## src/rtl/rst_seq_pkg.sv

```systemverilog
// Shared types and constants for the reset sequencer.
// Assumes: nothing beyond the parameters of the units that import it.
package rst_seq_pkg;

    // Sequencer phases: hold while reset is applied, timed init, then idle.
    typedef enum logic [1:0] {
        ST_HOLD = 2'd0,
        ST_INIT = 2'd1,
        ST_IDLE = 2'd2
    } seq_state_t;

    // Status vector value that announces completed start-up.
    localparam logic [7:0] GSV_DONE = 8'hFF;

    // Bit positions of the global reset command in the command register.
    localparam int CMD_HI_BIT = 7;
    localparam int CMD_LO_BIT = 0;

endpackage

```

## src/rtl/rst_pin_sync.sv

```systemverilog
// Multi-flop synchronizer for the asynchronous reset pin.
// Assumes: STAGES >= 2. The flops carry no reset, because their own input is
// the reset; they fill with the pin level within STAGES clocks.
module rst_pin_sync #(
    parameter int STAGES = 2
) (
    input  logic clk,
    input  logic pin_n,
    output logic pin_sync_n
);

    logic [STAGES-1:0] chain;
    logic [STAGES:0]   chain_next;

    assign chain_next = {chain, pin_n};

    // Shift the pin level through the synchronizer chain.
    always_ff @(posedge clk) begin
        chain <= chain_next[STAGES-1:0];
    end

    assign pin_sync_n = chain[STAGES-1];

endmodule

```

## src/rtl/rst_width_qual.sv

```systemverilog
// Minimum-width filter: asserts a qualified reset once the synchronized pin
// has been sampled low on MIN_LOW consecutive edges, and holds it while low.
// Assumes: MIN_LOW >= 2. Uses a sample window instead of a counter, so it
// needs no reset of its own and settles from power-up within MIN_LOW clocks.
module rst_width_qual #(
    parameter int MIN_LOW = 5
) (
    input  logic clk,
    input  logic pin_sync_n,
    output logic hw_qual
);

    logic [MIN_LOW-2:0] history;
    logic [MIN_LOW-1:0] window;

    assign window = {history, pin_sync_n};

    // Keep the most recent MIN_LOW-1 samples of the synchronized pin.
    always_ff @(posedge clk) begin
        history <= window[MIN_LOW-2:0];
    end

    // Qualify the reset when every sample in the window is low.
    always_ff @(posedge clk) begin
        hw_qual <= ~|window;
    end

endmodule

```

## src/rtl/rst_seq_fsm.sv

```systemverilog
// Phase controller: hold, timed initialization, idle. A qualified pin reset
// acts as its synchronous active-low reset. A software command from idle
// re-enters hold, so both sources share the same start-up path.
// Assumes: INIT_CYCLES >= 1; sw_cmd is only raised by the gate while idle.
module rst_seq_fsm
    import rst_seq_pkg::*;
#(
    parameter int INIT_CYCLES = 1000
) (
    input  logic       clk,
    input  logic       rst_ok_n,
    input  logic       sw_cmd,
    output seq_state_t state_o
);

    localparam int CNT_W = $clog2(INIT_CYCLES + 1);
    localparam logic [CNT_W-1:0] CNT_LAST = CNT_W'(INIT_CYCLES - 1);

    seq_state_t      state;
    logic [CNT_W-1:0] init_cnt;

    // Advance the phase and time the initialization window.
    always_ff @(posedge clk) begin
        if (!rst_ok_n) begin
            state    <= ST_HOLD;
            init_cnt <= '0;
        end else begin
            case (state)
                ST_HOLD: begin
                    state    <= ST_INIT;
                    init_cnt <= '0;
                end
                ST_INIT: begin
                    if (init_cnt == CNT_LAST) begin
                        state <= ST_IDLE;
                    end else begin
                        init_cnt <= init_cnt + 1'b1;
                    end
                end
                ST_IDLE: begin
                    if (sw_cmd) begin
                        state <= ST_HOLD;
                    end
                end
                default: begin
                    state    <= ST_HOLD;
                    init_cnt <= '0;
                end
            endcase
        end
    end

    assign state_o = state;

endmodule

```

## src/rtl/rst_write_gate.sv

```systemverilog
// Host write screen: decodes the global software reset command and forwards
// every other write to channel configuration, but only while idle.
// Assumes: a write lasts one cycle; the address and data are passed through
// unchanged, and the enable is their only qualifier.
module rst_write_gate
    import rst_seq_pkg::*;
#(
    parameter int              ADDR_W   = 7,
    parameter logic [ADDR_W-1:0] CCR_ADDR = 7'h11
) (
    input  logic              idle,
    input  logic              host_wr,
    input  logic [ADDR_W-1:0] host_addr,
    input  logic [7:0]        host_wdata,
    output logic              sw_cmd,
    output logic              cfg_we,
    output logic [ADDR_W-1:0] cfg_addr,
    output logic [7:0]        cfg_wdata
);

    logic hit_cmd_reg;
    logic both_bits;

    // Recognise the two-bit global reset code in the command register.
    always_comb begin
        hit_cmd_reg = (host_addr == CCR_ADDR);
        both_bits   = host_wdata[CMD_HI_BIT] & host_wdata[CMD_LO_BIT];
        sw_cmd      = idle & host_wr & hit_cmd_reg & both_bits;
        cfg_we      = idle & host_wr & ~(hit_cmd_reg & both_bits);
    end

    assign cfg_addr  = host_addr;
    assign cfg_wdata = host_wdata;

endmodule

```

## src/rtl/rst_seq_top.sv

```systemverilog
// Reset sequencer top: synchronizes and width-checks the reset pin, runs the
// start-up phases, publishes the global status vector and drives the
// per-channel resets. Assumes INIT_CYCLES fits the 500 us limit at CLK_HZ.
module rst_seq_top
    import rst_seq_pkg::*;
#(
    parameter int              NCH         = 8,
    parameter int              ADDR_W      = 7,
    parameter int              SYNC_STAGES = 2,
    parameter int              MIN_LOW     = 5,
    parameter int              INIT_CYCLES = 1000,
    parameter int              CLK_HZ      = 100_000_000,
    parameter logic [ADDR_W-1:0] CCR_ADDR  = 7'h11,
    parameter logic [7:0]      GSV_BUSY    = 8'h00
) (
    input  logic              clk,
    input  logic              rst_pin_n,
    input  logic              host_wr,
    input  logic [ADDR_W-1:0] host_addr,
    input  logic [7:0]        host_wdata,
    output logic              in_reset_o,
    output logic              ready_o,
    output logic [7:0]        gsv_o,
    output logic [NCH-1:0]    chan_rst_o,
    output logic              cfg_we_o,
    output logic [ADDR_W-1:0] cfg_addr_o,
    output logic [7:0]        cfg_wdata_o
);

    // 500 us is one two-thousandth of a second.
    localparam int MAX_INIT = CLK_HZ / 2000;

    if (INIT_CYCLES < 1 || INIT_CYCLES > MAX_INIT) begin : g_init_range
        $error("INIT_CYCLES must lie between 1 and CLK_HZ/2000");
    end

    logic       pin_sync_n;
    logic       hw_qual;
    logic       sw_cmd;
    logic       idle;
    seq_state_t state;

    rst_pin_sync #(.STAGES(SYNC_STAGES)) u_sync (
        .clk        (clk),
        .pin_n      (rst_pin_n),
        .pin_sync_n (pin_sync_n)
    );

    rst_width_qual #(.MIN_LOW(MIN_LOW)) u_qual (
        .clk        (clk),
        .pin_sync_n (pin_sync_n),
        .hw_qual    (hw_qual)
    );

    rst_seq_fsm #(.INIT_CYCLES(INIT_CYCLES)) u_fsm (
        .clk      (clk),
        .rst_ok_n (~hw_qual),
        .sw_cmd   (sw_cmd),
        .state_o  (state)
    );

    rst_write_gate #(.ADDR_W(ADDR_W), .CCR_ADDR(CCR_ADDR)) u_gate (
        .idle       (idle),
        .host_wr    (host_wr),
        .host_addr  (host_addr),
        .host_wdata (host_wdata),
        .sw_cmd     (sw_cmd),
        .cfg_we     (cfg_we_o),
        .cfg_addr   (cfg_addr_o),
        .cfg_wdata  (cfg_wdata_o)
    );

    // Decode phase indications for the host and the channels.
    always_comb begin
        idle       = (state == ST_IDLE);
        in_reset_o = (state == ST_HOLD);
        ready_o    = idle;
        gsv_o      = idle ? GSV_DONE : GSV_BUSY;
    end

    // One reset line per channel, all released together at idle.
    for (genvar g = 0; g < NCH; g++) begin : g_chan
        assign chan_rst_o[g] = ~idle;
    end

endmodule

```

## config.mk

```make
export PLATFORM = sky130hd
export DESIGN_NAME = rst_seq_top
export DESIGN_NICKNAME = d
export VERILOG_FILES = /design/src/rtl/rst_seq_pkg.sv /design/src/rtl/rst_pin_sync.sv /design/src/rtl/rst_width_qual.sv /design/src/rtl/rst_seq_fsm.sv /design/src/rtl/rst_write_gate.sv /design/src/rtl/rst_seq_top.sv
export SDC_FILE = /design/constraint.sdc
export NUM_CORES = 1
export LEC_CHECK = 0
export CORE_UTILIZATION = 41
export CTS_CLUSTER_SIZE = 24
export DETAILED_ROUTE_END_ITERATION = 7
export GPL_ROUTABILITY_DRIVEN = 0
export HOLD_SLACK_MARGIN = 0.15
export PLACE_DENSITY = 0.79
export SLEW_MARGIN = 15
export SYNTH_ARGS = -nofsm -noshare
export SYNTH_HDL_FRONTEND = slang
export SYNTH_SLANG_ARGS = --single-unit
```

## constraint.sdc

```tcl
create_clock -name clk -period 2.2 [get_ports clk]
set_input_delay 0.66 -clock clk [delete_from_list [all_inputs] [get_ports clk]]
set_output_delay 0.66 -clock clk [all_outputs]
set_load 0.02 [all_outputs]
```

* Yosys cells after proc, flatten, opt, wreduce, memory -nomap -nowiden
Index checks and enable logic that the tools add are counted.
** Storage, ports and cells
- Register bits after elaboration :: 19
- Input port bits :: 18
- Output and inout bits :: 34
** Cells by class
- Add/sub/neg operators :: 1
- Equality and inequality tests :: 7
- Muxes and demuxes :: 6
- Bitwise gates (word level) :: 8
- Reduce and logical (&&, ||, !) cells :: 5
** Operators by type and width (number)
- case mux 10 bit (2 select lines) :: 1
- adder 10 x 1 -> 10 bit (second input constant) :: 1
- == test 10 bit (second input constant) :: 1
- two-way mux 10 bit :: 1
- two-way mux 8 bit :: 1
- == test 7 x 5 -> 1 bit (second input constant) :: 1
- AND 1 bit :: 6
- case mux 2 bit (3 select lines) :: 1
- OR reduction 5 bit :: 1
- two-way mux 2 bit :: 2
- inequality test 2 bit (second input constant) :: 2
- AND reduction 2 bit :: 2
- == test 2 x 1 -> 1 bit (second input constant) :: 1
- == test 2 bit (second input constant) :: 1
- zero test 2 bit :: 1
- inequality test 2 x 1 -> 1 bit (second input constant) :: 1
- inverter 1 bit :: 2
- zero test 1 bit :: 1

* Logic depth before layout (Yosys ltp)
Gate-level depths: netlist (run 1).
- Depth in word-level cells :: 6
- Mapped depth :: 6
- Depth with buffers taken out :: 5

* Hierarchy
Synthesis (run 1) repeated with hierarchy kept, for this count alone.
** Unflattened totals
- Cell total of the unflattened synthesis :: 121
- Area total of the unflattened synthesis :: 1094.8 µm²
** By module, submodules not included
- rst_seq_fsm :: instances 1, cells an instance 71, area an instance 646.9 µm²
- rst_write_gate :: instances 1, cells an instance 22, area an instance 163.9 µm²
- rst_seq_top :: instances 1, cells an instance 19, area an instance 132.6 µm²
- rst_width_qual :: instances 1, cells an instance 7, area an instance 111.4 µm²
- rst_pin_sync :: instances 1, cells an instance 2, area an instance 40.0 µm²

* Least setup slack after synthesis (run 1)
Ideal clock, no wire load.
- Kind :: register -> output
- Start :: reg u_fsm.state[0] (netlist: u_fsm.state_o[0])
- End :: out chan_rst_o[1]
- Arrival time :: 1.683 ns
- Data required time :: 1.540 ns
- Setup slack :: -0.143 ns
- Cell stages (with the launch flop) :: 6
- Path buffers :: 3
- Cells stage by stage :: dfxtp_1 > buf_2 > nor2b_1 > clkbuf_1 > inv_1 > buf_4
** Between the ends
- Cells in the longest elaborated chain, start to end :: 2
** RTL lines
- from (decl) :: RTL line rst_seq_fsm.sv:19 : seq_state_t state;
- from (signal assigned) :: RTL line rst_seq_fsm.sv:25 : state <= ST_HOLD;
- from (signal assigned) :: RTL line rst_seq_fsm.sv:30 : state <= ST_INIT;
- from (signal assigned) :: RTL line rst_seq_fsm.sv:35 : state <= ST_IDLE;
- == test 2 bit :: RTL line rst_seq_top.sv:75 : idle = (state == ST_IDLE);
- net ready_o :: RTL line rst_seq_top.sv:22 : output logic ready_o,
- inverter 1 bit (no source line)
- to (decl) :: RTL line rst_seq_top.sv:24 : output logic [NCH-1:0] chan_rst_o,
The timed path passes the listed nets, and every way through them passes these cells.

* Final worst setup path (run 1)
- Start :: in host_addr[1]
- End :: out cfg_we_o
** Between the ends
- Cells in the longest elaborated chain, start to end :: 4
** RTL lines
- from (decl) :: RTL line rst_seq_top.sv:19 : input logic [ADDR_W-1:0] host_addr,
- == test 7 x 5 -> 1 bit :: RTL line rst_write_gate.sv:26 : hit_cmd_reg = (host_addr == CCR_ADDR);
- AND 1 bit :: RTL line rst_write_gate.sv:29 : cfg_we = idle & host_wr & ~(hit_cmd_reg & both_bits);
- inverter 1 bit :: RTL line rst_write_gate.sv:29
- AND 1 bit :: RTL line rst_write_gate.sv:29
- to (decl) :: RTL line rst_seq_top.sv:25 : output logic cfg_we_o,
Every way passes these cells.

==> results.ini, run 1 <==
[timing]
finalCritPeriodShare_pct=102
fin_worst_skew_ns=0.0148
fin_crit_ns=2.25
worst_slew_pin_slew_ns=0.592
timing.final.hold_violations=0
hold_ws_ns=0.342
rsz0062_at_grt=true
max_freq_mhz=444
slew_violations=0
slew_headroom_pct=60.4
setup_viol=1
setup_ws_ns=-0.0541

[run]
max_cap_viol_count=0

[yosys]
synth.cell_area_sq_um=1140
synthFlopType=dfxtp_1
synth-async-reset-ratio_pct=0
synth.area.mux_share_pct=0.985
synth_most_common_cell=buf_4
synth.net_count=150
synth_largest_area_cell=dfxtp_1
synth_seq_cells=19
synth_top_family_by_area=simple AND/OR/NAND/NOR gates
synth_edf_count=0
synth_xor_area_share_pct=1.53
syn_avg_cell_area_sq_um=8.73
synth_area_leaders=dfxtp_1, buf_4, nand3b_1, nand3_1, or4_1
yosysTopAreaCellShare_pct=33.3
yosysWarnings=0
synth_compound_area_share_pct=11.6
syn-instance-count=131
synthDistinctLibCells=40
synth_fa_ha_area_share_pct=1.09
synth_common_cells=buf_4, dfxtp_1, nand2_1, nand3_1, nor2_1
ys_seq_area_share_pct=33.3
synth-simple-area-share_pct=26.0

[cells_and_area]
syn_to_final_growth_pct=23.2
nNetsFinal=170
layout.cells.non_filler=180
drive_gt1_share_pct=22.7
diodes=0
final_cell_area_sq_um=1410

[clock_tree]
cts_hold_buffers=0
path_clk_slew_ns=0.11
clkSinkCount=19
clockRootBuffer=clkbuf_4
clockBufferDepth=2
cts_max_level=1
clk_latency_ns=0.31
cts_tree=built
cts_buffers=3

[routing]
post_drt_wl_per_cell_um=14.2
drtIter0Drc=21
viasPerCell=5.57
drc=0
via_count=1002
drtAntennaViolNets=0
first_pass_iters=4
drt-total-wl_um=2550

[power_and_ir_drop]
cellPowerDensity_nw_per_um2=624
power_uw=879
ir_drop_mv=0.384
p_leak_uw=0.000588

[floorplan]
pin_count=52
rows=18
dieHeight_um=54.8
dieArea_sq_um=3000
coreArea_sq_um=2540
die_x_um=54.8
initial_utilization_pct=44.9

[place]
hpwlAfterDp_um=1750
dpl_cell_area_sq_um=1340
dp_cells=169
io_buffer_count=39

[global_route]
antenna_found_initial=0
gr-total-overflow=0
grt_pass1_wl_um=3890
track_usage_pct=18.5
grt_max_degree=13
grt_pass1_vias=980

[setup_path]
endpoint_kind=primary output
worstPathRequired_ns=1.54
cp-start-kind=input port
worstSetupPathType=in2out
crit_fanout=2
arrival_ns=1.59

[status]
status=finished with violations
violations=setup timing

[hold_path]
hp-class=reg2reg

==> worst max-delay path, cell delays in order <==
cell and delay [ns]:
buf_6 0.09, or3b_4 0.38, o311a_1 0.32, buf_6 0.14
==> power by group <==
part           switching [uW]  internal (uW)
Sequential               81.5            395
Clock                     105           70.8
Combinational             102            126
==> registers in the layout, summed over array words and instances, names as in the netlist <==
register        count
u_fsm.state_o       2
u_fsm.init_cnt     10
u_sync.chain        2
u_qual.history      4
u_qual.hw_qual      1
==> timing repair <==
action,4_1_cts,5_1_grt
resized for setup,46,10
pin swaps,3,4
setup endpoints to repair,27,3
cloned,0,0
setup buffers,6,1
==> layout make-up <==
type | instances | area [sq um]
fill | 241 | 1140
timing repair buffer | 52 | 453
sequential | 19 | 380
clock buffer | 4 | 26.3
multi-input combinational | 72 | 500
inverter | 3 | 11.3
tap | 30 | 37.5
==> per-stage QoR <==
stage,util (%),setup slack (ns),setup TNS (ns)
2_1_floorplan,-,0.0412,0
6_report,55.4,-0.0541,-0.0541
3_5_place_dp,52.5,-0.907,-2.84
4_1_cts,54.1,-0.114,-0.115
3_3_place_gp,52.5,-0.876,-2.71
5_1_grt,55.4,-0.0806,-0.109
==> placed cells by master (no fill, tap or decap), drive strengths merged, types with 3 or more instances in the layout <==
master and count:
nand3b 5, dfxtp 19, clkbuf 6, o21ai 4, nand2 6, a21oi 3
buf 17, clkdlybuf4s50 10, and4 3, nand3 6, inv 3, or4 4
dlygate4sd2 21, nor2b 3, nand4 4, nor2 6, a31oi 4
==> metal layers <==
layer	part of all wire, %	up-vias	global-route usage, %
li1	-	469	-
met1	40	470	19.1
met2	51	59	35.3
met3	8.0	4	2.78
met4	1.6	0	8.97
met5	0	-	0
==> worst paths after layout <==
kind | from | end | slack, ns | cells after the start
worst max-delay path | host_addr[1] | cfg_we_o | -0.05 | 4
worst min-delay path | u_sync.chain[0] | u_sync.chain[1] | 0.34 | 0
worst max register to register | u_fsm.init_cnt[0] | u_fsm.init_cnt[3] | 0.45 | 5
worst min register to register | u_sync.chain[0] | u_sync.chain[1] | 0.34 | 0
==> cell families after synthesis <==
| kind of cell | Yosys count |
|---|---|
| multiplexers | 1 |
| AND/OR/NAND/NOR | 48 |
| adder cells (fa/ha/maj) | 1 |
| flip-flops | 19 |
| buffers and inverters | 40 |
| XOR/XNOR | 2 |
| AO/OA/AOI/OAI | 20 |
(Power assumes the default switching activity.)
==> inputs of run 2 (changes only) <==
--- a/config.mk
+++ b/config.mk
@@ -5,7 +5,7 @@
 export SDC_FILE = /design/constraint.sdc
 export NUM_CORES = 1
 export LEC_CHECK = 0
-export CORE_UTILIZATION = 41
+export CORE_UTILIZATION = 40
 export CTS_CLUSTER_SIZE = 24
 export DETAILED_ROUTE_END_ITERATION = 7
 export GPL_ROUTABILITY_DRIVEN = 0
@@ -14,4 +14,5 @@
 export SLEW_MARGIN = 15
 export SYNTH_ARGS = -nofsm -noshare
 export SYNTH_HDL_FRONTEND = slang
+export SYNTH_HIERARCHICAL = 1
 export SYNTH_SLANG_ARGS = --single-unit
==> run 2 against run 1 <==
Global-route usage fell by 2.4 points; clock skew fell by 0.013 ns; die area fell by 1.8%; critical path type unchanged; routed wire length fell by 18%; synthesized cell count fell by 7.6%; worst hold slack got worse by 0.0041 ns; total power rose by 4.0%; critical endpoint unchanged; setup slack improved by 0.086 ns; the flow now finishes without violations.
==> results.ini, run 2 <==
[status]
status=completed

[power_and_ir_drop]
p_seq_share_pct=56.3  ; +2.2 points
ir_drop_mv=0.478  ; +25%
p_sw_uw=313  ; +8.4%
power_uw=915  ; +4.0%
internal_power_uw=602  ; +1.9%
comb_power_share_pct=24.6  ; -1.2 points
p_leak_uw=0.000614  ; +4.3%
power.share.clock_pct=19.1  ; -0.9 points
power.share.switching_pct=34.2  ; +1.4 points
cellPowerDensity_nw_per_um2=698  ; +12%

[cells_and_area]
nNetsFinal=155  ; -8.8%
multi_input_area_sq_um=467  ; -6.7%
regMostFlops=u_fsm/init_cnt
drive_gt1_share_pct=14.8  ; -7.9 points
diodes=0  ; unchanged
syn_to_final_growth_pct=19.8
num-fill-cells=252  ; +4.6%
largest_reg_flops=10  ; unchanged
layout_commonest_cell=dlygate4sd2_1
final_cell_mix=dlygate4sd2_1, dfxtp_1, nand2_1
largestRegisters=u_fsm/init_cnt: 10 flops, u_qual/history: 4 flops
seq_area_sq_um=380  ; unchanged

[timing]
timing.final.hold_violations=0  ; unchanged
fin_worst_skew_ns=0.00185  ; -0.0129 ns
slew_violations=0  ; unchanged
setup_viol=0  ; -1
finalCritPeriodShare_pct=98.6  ; -3.9 points
fin_crit_ns=2.17  ; -0.0859 ns
rsz0062_at_grt=false
slew_headroom_pct=71.1  ; +11 points
setup_ws_ns=0.0318  ; +0.0859 ns
max_freq_mhz=461  ; +4.0%
worst_slew_pin_slew_ns=0.432  ; -0.160 ns

[yosys]
yosysWarnings=6  ; +6
yosysTopAreaCellShare_pct=34.7  ; +1.5 points
synth.area.mux_share_pct=0  ; -0.98 points
synth_top_family_by_area=buffers and inverters
synth.cell_area_sq_um=1090  ; -4.3%
synth_fa_ha_area_share_pct=1.14  ; +0.049 points
synth_common_cells=buf_4, dfxtp_1, nand2_1, nand3_1
synth_largest_area_cell=dfxtp_1
syn_avg_cell_area_sq_um=9.05  ; +3.6%
synth_xor_area_share_pct=2.40  ; +0.87 points
synth_most_common_cell=buf_4
synth_edf_count=0  ; unchanged
synth.net_count=140  ; -6.7%
synth-simple-area-share_pct=23.0  ; -3.1 points
synth_seq_cells=19  ; unchanged
synth-async-reset-ratio_pct=0  ; unchanged
synth_area_leaders=dfxtp_1, buf_4, a22o_1, nand3_1, nand2_1
syn-instance-count=121  ; -7.6%
ys_seq_area_share_pct=34.7  ; +1.5 points
synth_compound_area_share_pct=15.2  ; +3.6 points
synthFlopType=dfxtp_1
synthDistinctLibCells=37  ; -7.5%

[routing]
via_count=826  ; -18%
post_drt_wl_per_cell_um=12.7  ; -10%
viasPerCell=5.01  ; -10%
drtAntennaViolNets=0  ; unchanged
drtIter0Drc=26  ; +24%
drc=0  ; unchanged
drt-total-wl_um=2100  ; -18%
first_pass_iters=4  ; unchanged

[floorplan]
initial_utilization_pct=43.4  ; -1.5 points
die_x_um=54.3  ; -0.91%
coreArea_sq_um=2520  ; -0.88%
rows=18  ; unchanged
dieHeight_um=54.3  ; -0.91%
pin_count=52  ; unchanged
dieArea_sq_um=2950  ; -1.8%

[clock_tree]
path_clk_slew_ns=0.10  ; about the same
cts_buffers=3  ; unchanged
clockBufferDepth=2  ; unchanged
cts_tree=built
clk_latency_ns=0.30  ; about the same
clkSinkCount=19  ; unchanged
cts_hold_buffers=0  ; unchanged
clockRootBuffer=clkbuf_4
cts_setup_buffers=0  ; -6
cts_max_level=1  ; unchanged

[global_route]
grt_max_degree=12  ; -1
grt_pass1_vias=772  ; -21%
gr-total-overflow=0  ; unchanged
track_usage_pct=16.1  ; -2.4 points
antenna_found_initial=0  ; unchanged
grt_pass1_wl_um=3410  ; -12%

[run]
max_cap_viol_count=0  ; unchanged

[setup_path]
r2r_end=u_fsm/init_cnt[8]
endpoint_kind=primary output
crit_end=cfg_we_o
cp-start-kind=input port
critPathLaunch=host_addr[3]
arrival_ns=1.51  ; -0.08 ns
r2r_start=u_fsm/init_cnt[0]
r2r_setup_slack_ns=0.52  ; +0.07 ns
crit_fanout=2  ; unchanged
r2r.worst_path.cells=5  ; unchanged
worstPathRequired_ns=1.54  ; about the same
worstSetupPathType=in2out

[place]
dp_slack_ns=-0.703  ; +0.205 ns
hpwlAfterDp_um=1610  ; -7.9%
io_buffer_count=39  ; unchanged

[hold_path]
hp-class=reg2reg

## run 2: cell types whose count changed after synthesis, sizes merged, moves of 3 or more
cell	change
nand3b	-4
a22o	+4
a21oi	+3
or4	-3
clkbuf	-5
## run 2: final cells by class
class                           count  share of cell area, %
Multi-Input combinational cell     65                   35.6
Timing Repair Buffer               43                   29.3
Sequential cell                    19                   29.0
Tap cell                           30                   2.86
Clock buffer                        3                   1.72
Inverter                            4                   1.15
Clock inverter                      1                  0.382
## run 2: metrics by stage
stage	util, %	setup TNS [ns]	cells	instance area, sq um	hold slack, ns
4_1_cts	51.7	-0.122	165	1310	0.342
3_5_place_dp	51.9	-2.54	161	1310	0.317
3_3_place_gp	51.9	-2.47	161	1310	0.315
6_report	52.0	0	165	1310	0.338
2_1_floorplan	-	0	121	1090	0.310
5_1_grt	52.0	0	165	1310	0.346
## run 2: layer usage
metal	track usage, %	up-vias	wire, um
met5	0	-	0
met4	8.12	0	39
met3	3.33	5	103
met2	25.8	21	998
met1	20.3	369	958
li1	-	431	-
## run 2: cells by family after synthesis
family / count (synthesis)
AND/OR/NAND/NOR: 40
buffers and inverters: 37
AO/OA/AOI/OAI: 21
flip-flops: 19
XOR/XNOR: 3
adder cells (fa/ha/maj): 1
## run 2: worst min path at each step
stage                     from               to  slack (ns)  cells past startpoint
2_1_floorplan  u_sync/chain[0]  u_sync/chain[1]        0.31                      0
3_3_place_gp   u_sync/chain[0]  u_sync/chain[1]        0.31                      0
3_5_place_dp   u_sync/chain[0]  u_sync/chain[1]        0.32                      0
4_1_cts        u_sync/chain[0]  u_sync/chain[1]        0.34                      0
5_1_grt        u_sync/chain[0]  u_sync/chain[1]        0.35                      0
6_report       u_sync/chain[0]  u_sync/chain[1]        0.34                      0
## run 2: repair_timing
action,4_1_cts,5_1_grt
setup endpoints to repair,27,2
pin swaps,3,2
gates resized for setup,39,10
## run 2: critical path: stages
cell,delay [ns]
clkbuf_2,0.09
or3_4,0.38
o31a_1,0.25
buf_6,0.13
## run 2: power by group through the flow
stage               clock (uW)  sequential [uW]  combinational [uW]
floorplan                    0              479                 221
global placement             0              513                 223
detailed placement           0              518                 231
CTS                        183              509                 225
global route               194              532                 255
finish                     175              515                 225
==> inputs of run 3 (changes only) <==
--- a/config.mk
+++ b/config.mk
@@ -9,6 +9,7 @@
 export CTS_CLUSTER_SIZE = 24
 export DETAILED_ROUTE_END_ITERATION = 7
 export GPL_ROUTABILITY_DRIVEN = 0
+export GPL_TIMING_DRIVEN = 0
 export HOLD_SLACK_MARGIN = 0.15
 export PLACE_DENSITY = 0.79
 export SLEW_MARGIN = 15
==> run 3 against run 2 <==
Setup slack got worse by 0.0093 ns; highest routed layer unchanged; sequential share of layout area fell by 5.9 points; combinational power up 32%; sequential power down 4.1%; die area did not move; worst hold slack improved by 0.011 ns; first-iteration DRC count is 31% lower; total power increased by 6.7%; critical path depth unchanged; critical path type unchanged; flip-flop and latch count is the same.
==> results.ini, run 3 (synthesis gave the netlist of run 2 again) <==
[cells_and_area]
layout_commonest_cell=buf_4
diodes=0  ; unchanged
nNetsFinal=197  ; +27%
largestRegisters=u_fsm/init_cnt: 10 flops, u_qual/history: 4 flops
final_cell_mix=buf_4, dlygate4sd2_1, dfxtp_1
layout.cells.non_filler=207  ; +25%
regMostFlops=u_fsm/init_cnt
drive_gt1_share_pct=33.9  ; +19 points
syn_to_final_growth_pct=52.3
largest_reg_flops=10  ; unchanged

[clock_tree]
clk_latency_ns=0.31  ; about the same
clockBufferDepth=2  ; unchanged
clockRootBuffer=clkbuf_4
cts_hold_buffers=0  ; unchanged
cts_tree=built
cts_max_level=1  ; unchanged
path_clk_slew_ns=0.11  ; about the same
cts_buffers=3  ; unchanged
clkSinkCount=19  ; unchanged

[setup_path]
endpoint_kind=primary output
cp-start-kind=input port
worstPathCellList=buf_6, or3_4, o31a_1, buf_6
crit_top_cell=buf_6
arrival_ns=1.52  ; about the same
crit_fanout=2  ; unchanged
path_buf_inv=2  ; unchanged
slowest_delay_ns=0.38  ; about the same
worstPathRequired_ns=1.54  ; about the same
worstSetupPathType=in2out
crit_family=simple AND/OR/NAND/NOR gates
cpMaxStageDelayCell=or3_4

[power_and_ir_drop]
ir_drop_mv=0.449  ; -6.2%
cellPowerDensity_nw_per_um2=585  ; -16%
p_leak_uw=0.000783  ; +28%

[global_route]
grt_max_degree=13  ; +1
grt_pass1_wl_um=3910  ; +15%
gr-total-overflow=0  ; unchanged
track_usage_pct=18.6  ; +2.5 points
antenna_found_initial=0  ; unchanged
grt_pass1_vias=923  ; +20%

[timing]
slew_violations=0  ; unchanged
setup_ws_ns=0.0225  ; -0.00929 ns
timing.final.hold_violations=0  ; unchanged
tns_ns=0  ; unchanged
finalCritPeriodShare_pct=99.0  ; +0.42 points
worst_slew_pin_slew_ns=0.390  ; -0.0421 ns
slew_headroom_pct=74.0  ; +2.8 points
fin_worst_skew_ns=0.00626  ; +0.00441 ns
max_freq_mhz=459  ; -0.43%
rsz0062_at_grt=true
setup_viol=0  ; unchanged
fin_crit_ns=2.18  ; +0.00929 ns

[place]
hpwlAfterDp_um=1880  ; +17%
dp_slack_ns=-0.722  ; -0.0194 ns
dp_cells=196  ; +22%
io_buffer_count=45  ; +15%

[status]
status=completed

[floorplan]
dieArea_sq_um=2950  ; unchanged
initial_utilization_pct=43.4  ; unchanged
coreArea_sq_um=2520  ; unchanged
dieHeight_um=54.3  ; unchanged
pin_count=52  ; unchanged
rows=18  ; unchanged
die_x_um=54.3  ; unchanged

[routing]
drtIter0Drc=18  ; -31%
first_pass_iters=4  ; unchanged
drc=0  ; unchanged
viasPerCell=4.97  ; -0.70%
drt-total-wl_um=2590  ; +23%
via_count=1029  ; +25%
post_drt_wl_per_cell_um=12.5  ; -1.7%
drtAntennaViolNets=0  ; unchanged

[run]
max_cap_viol_count=0  ; unchanged

[hold_path]
hp-class=reg2reg

==> run 3: cell types whose count changed in the layout (fill, tap and decap cells not counted), moves of 2 or more <==
cell	before	now
dfxtp_1	19	17
dlygate4sd2_1	26	20
buf_4	4	37
clkdlybuf4s50_1	4	8
buf_6	1	3
clkdlybuf4s15_1	1	9
buf_2	0	3
clkbuf_2	3	1
==> run 3: what timing repair did <==
action,CTS,global route
buffers inserted,3,4
hold endpoints to repair,0,0
endpoints found under the setup margin,27,7
gates resized for setup,60,10
pin swaps,3,3
==> run 3: cell type report <==
| class | count | area (sq um) |
|---|---|---|
| clock inverters | 1 | 7.51 |
| multi-input cells | 65 | 474 |
| well taps | 30 | 37.5 |
| flip-flops and latches | 19 | 385 |
| plain buffers | 33 | 243 |
| clock buffers | 3 | 22.5 |
| repair buffers | 52 | 483 |
| fillers | 228 | 855 |
| inverters | 4 | 15.0 |
==> run 3: where the power goes <==
part | switching (uW) | internal (uW)
Combinational | 141 | 157
Sequential | 82.0 | 412
Clock | 115 | 69.5
==> run 3: final timing paths <==
kind	start	slack [ns]	cells past startpoint	end
max	host_addr[2]	0.02	4	cfg_we_o
min reg2reg	u_sync/chain[0]	0.35	0	u_sync/chain[1]
max reg2reg	u_fsm/init_cnt[0]	0.50	6	u_fsm/init_cnt[8]
min	u_sync/chain[0]	0.35	0	u_sync/chain[1]
==> run 3: metrics by stage <==
stage | hold WS (ns) | power (uW) | area [sq um] | utilization, %
after detailed placement | 0.315 | 797 | 1580 | 62.7
after global routing | 0.355 | 1030 | 1670 | 66.1
after floorplan | 0.310 | 700 | 1090 | -
after CTS | 0.350 | 973 | 1620 | 64.1
final | 0.349 | 976 | 1670 | 66.1
after global placement | 0.317 | 783 | 1580 | 62.7
==> run 3: per-layer routing <==
metal,wire [um],track usage (%),vias up
met2,1410,34.1,35
met4,26,8.12,0
met3,113,2.78,4
met1,1040,21.1,481
li1,-,-,509
met5,0,0,-
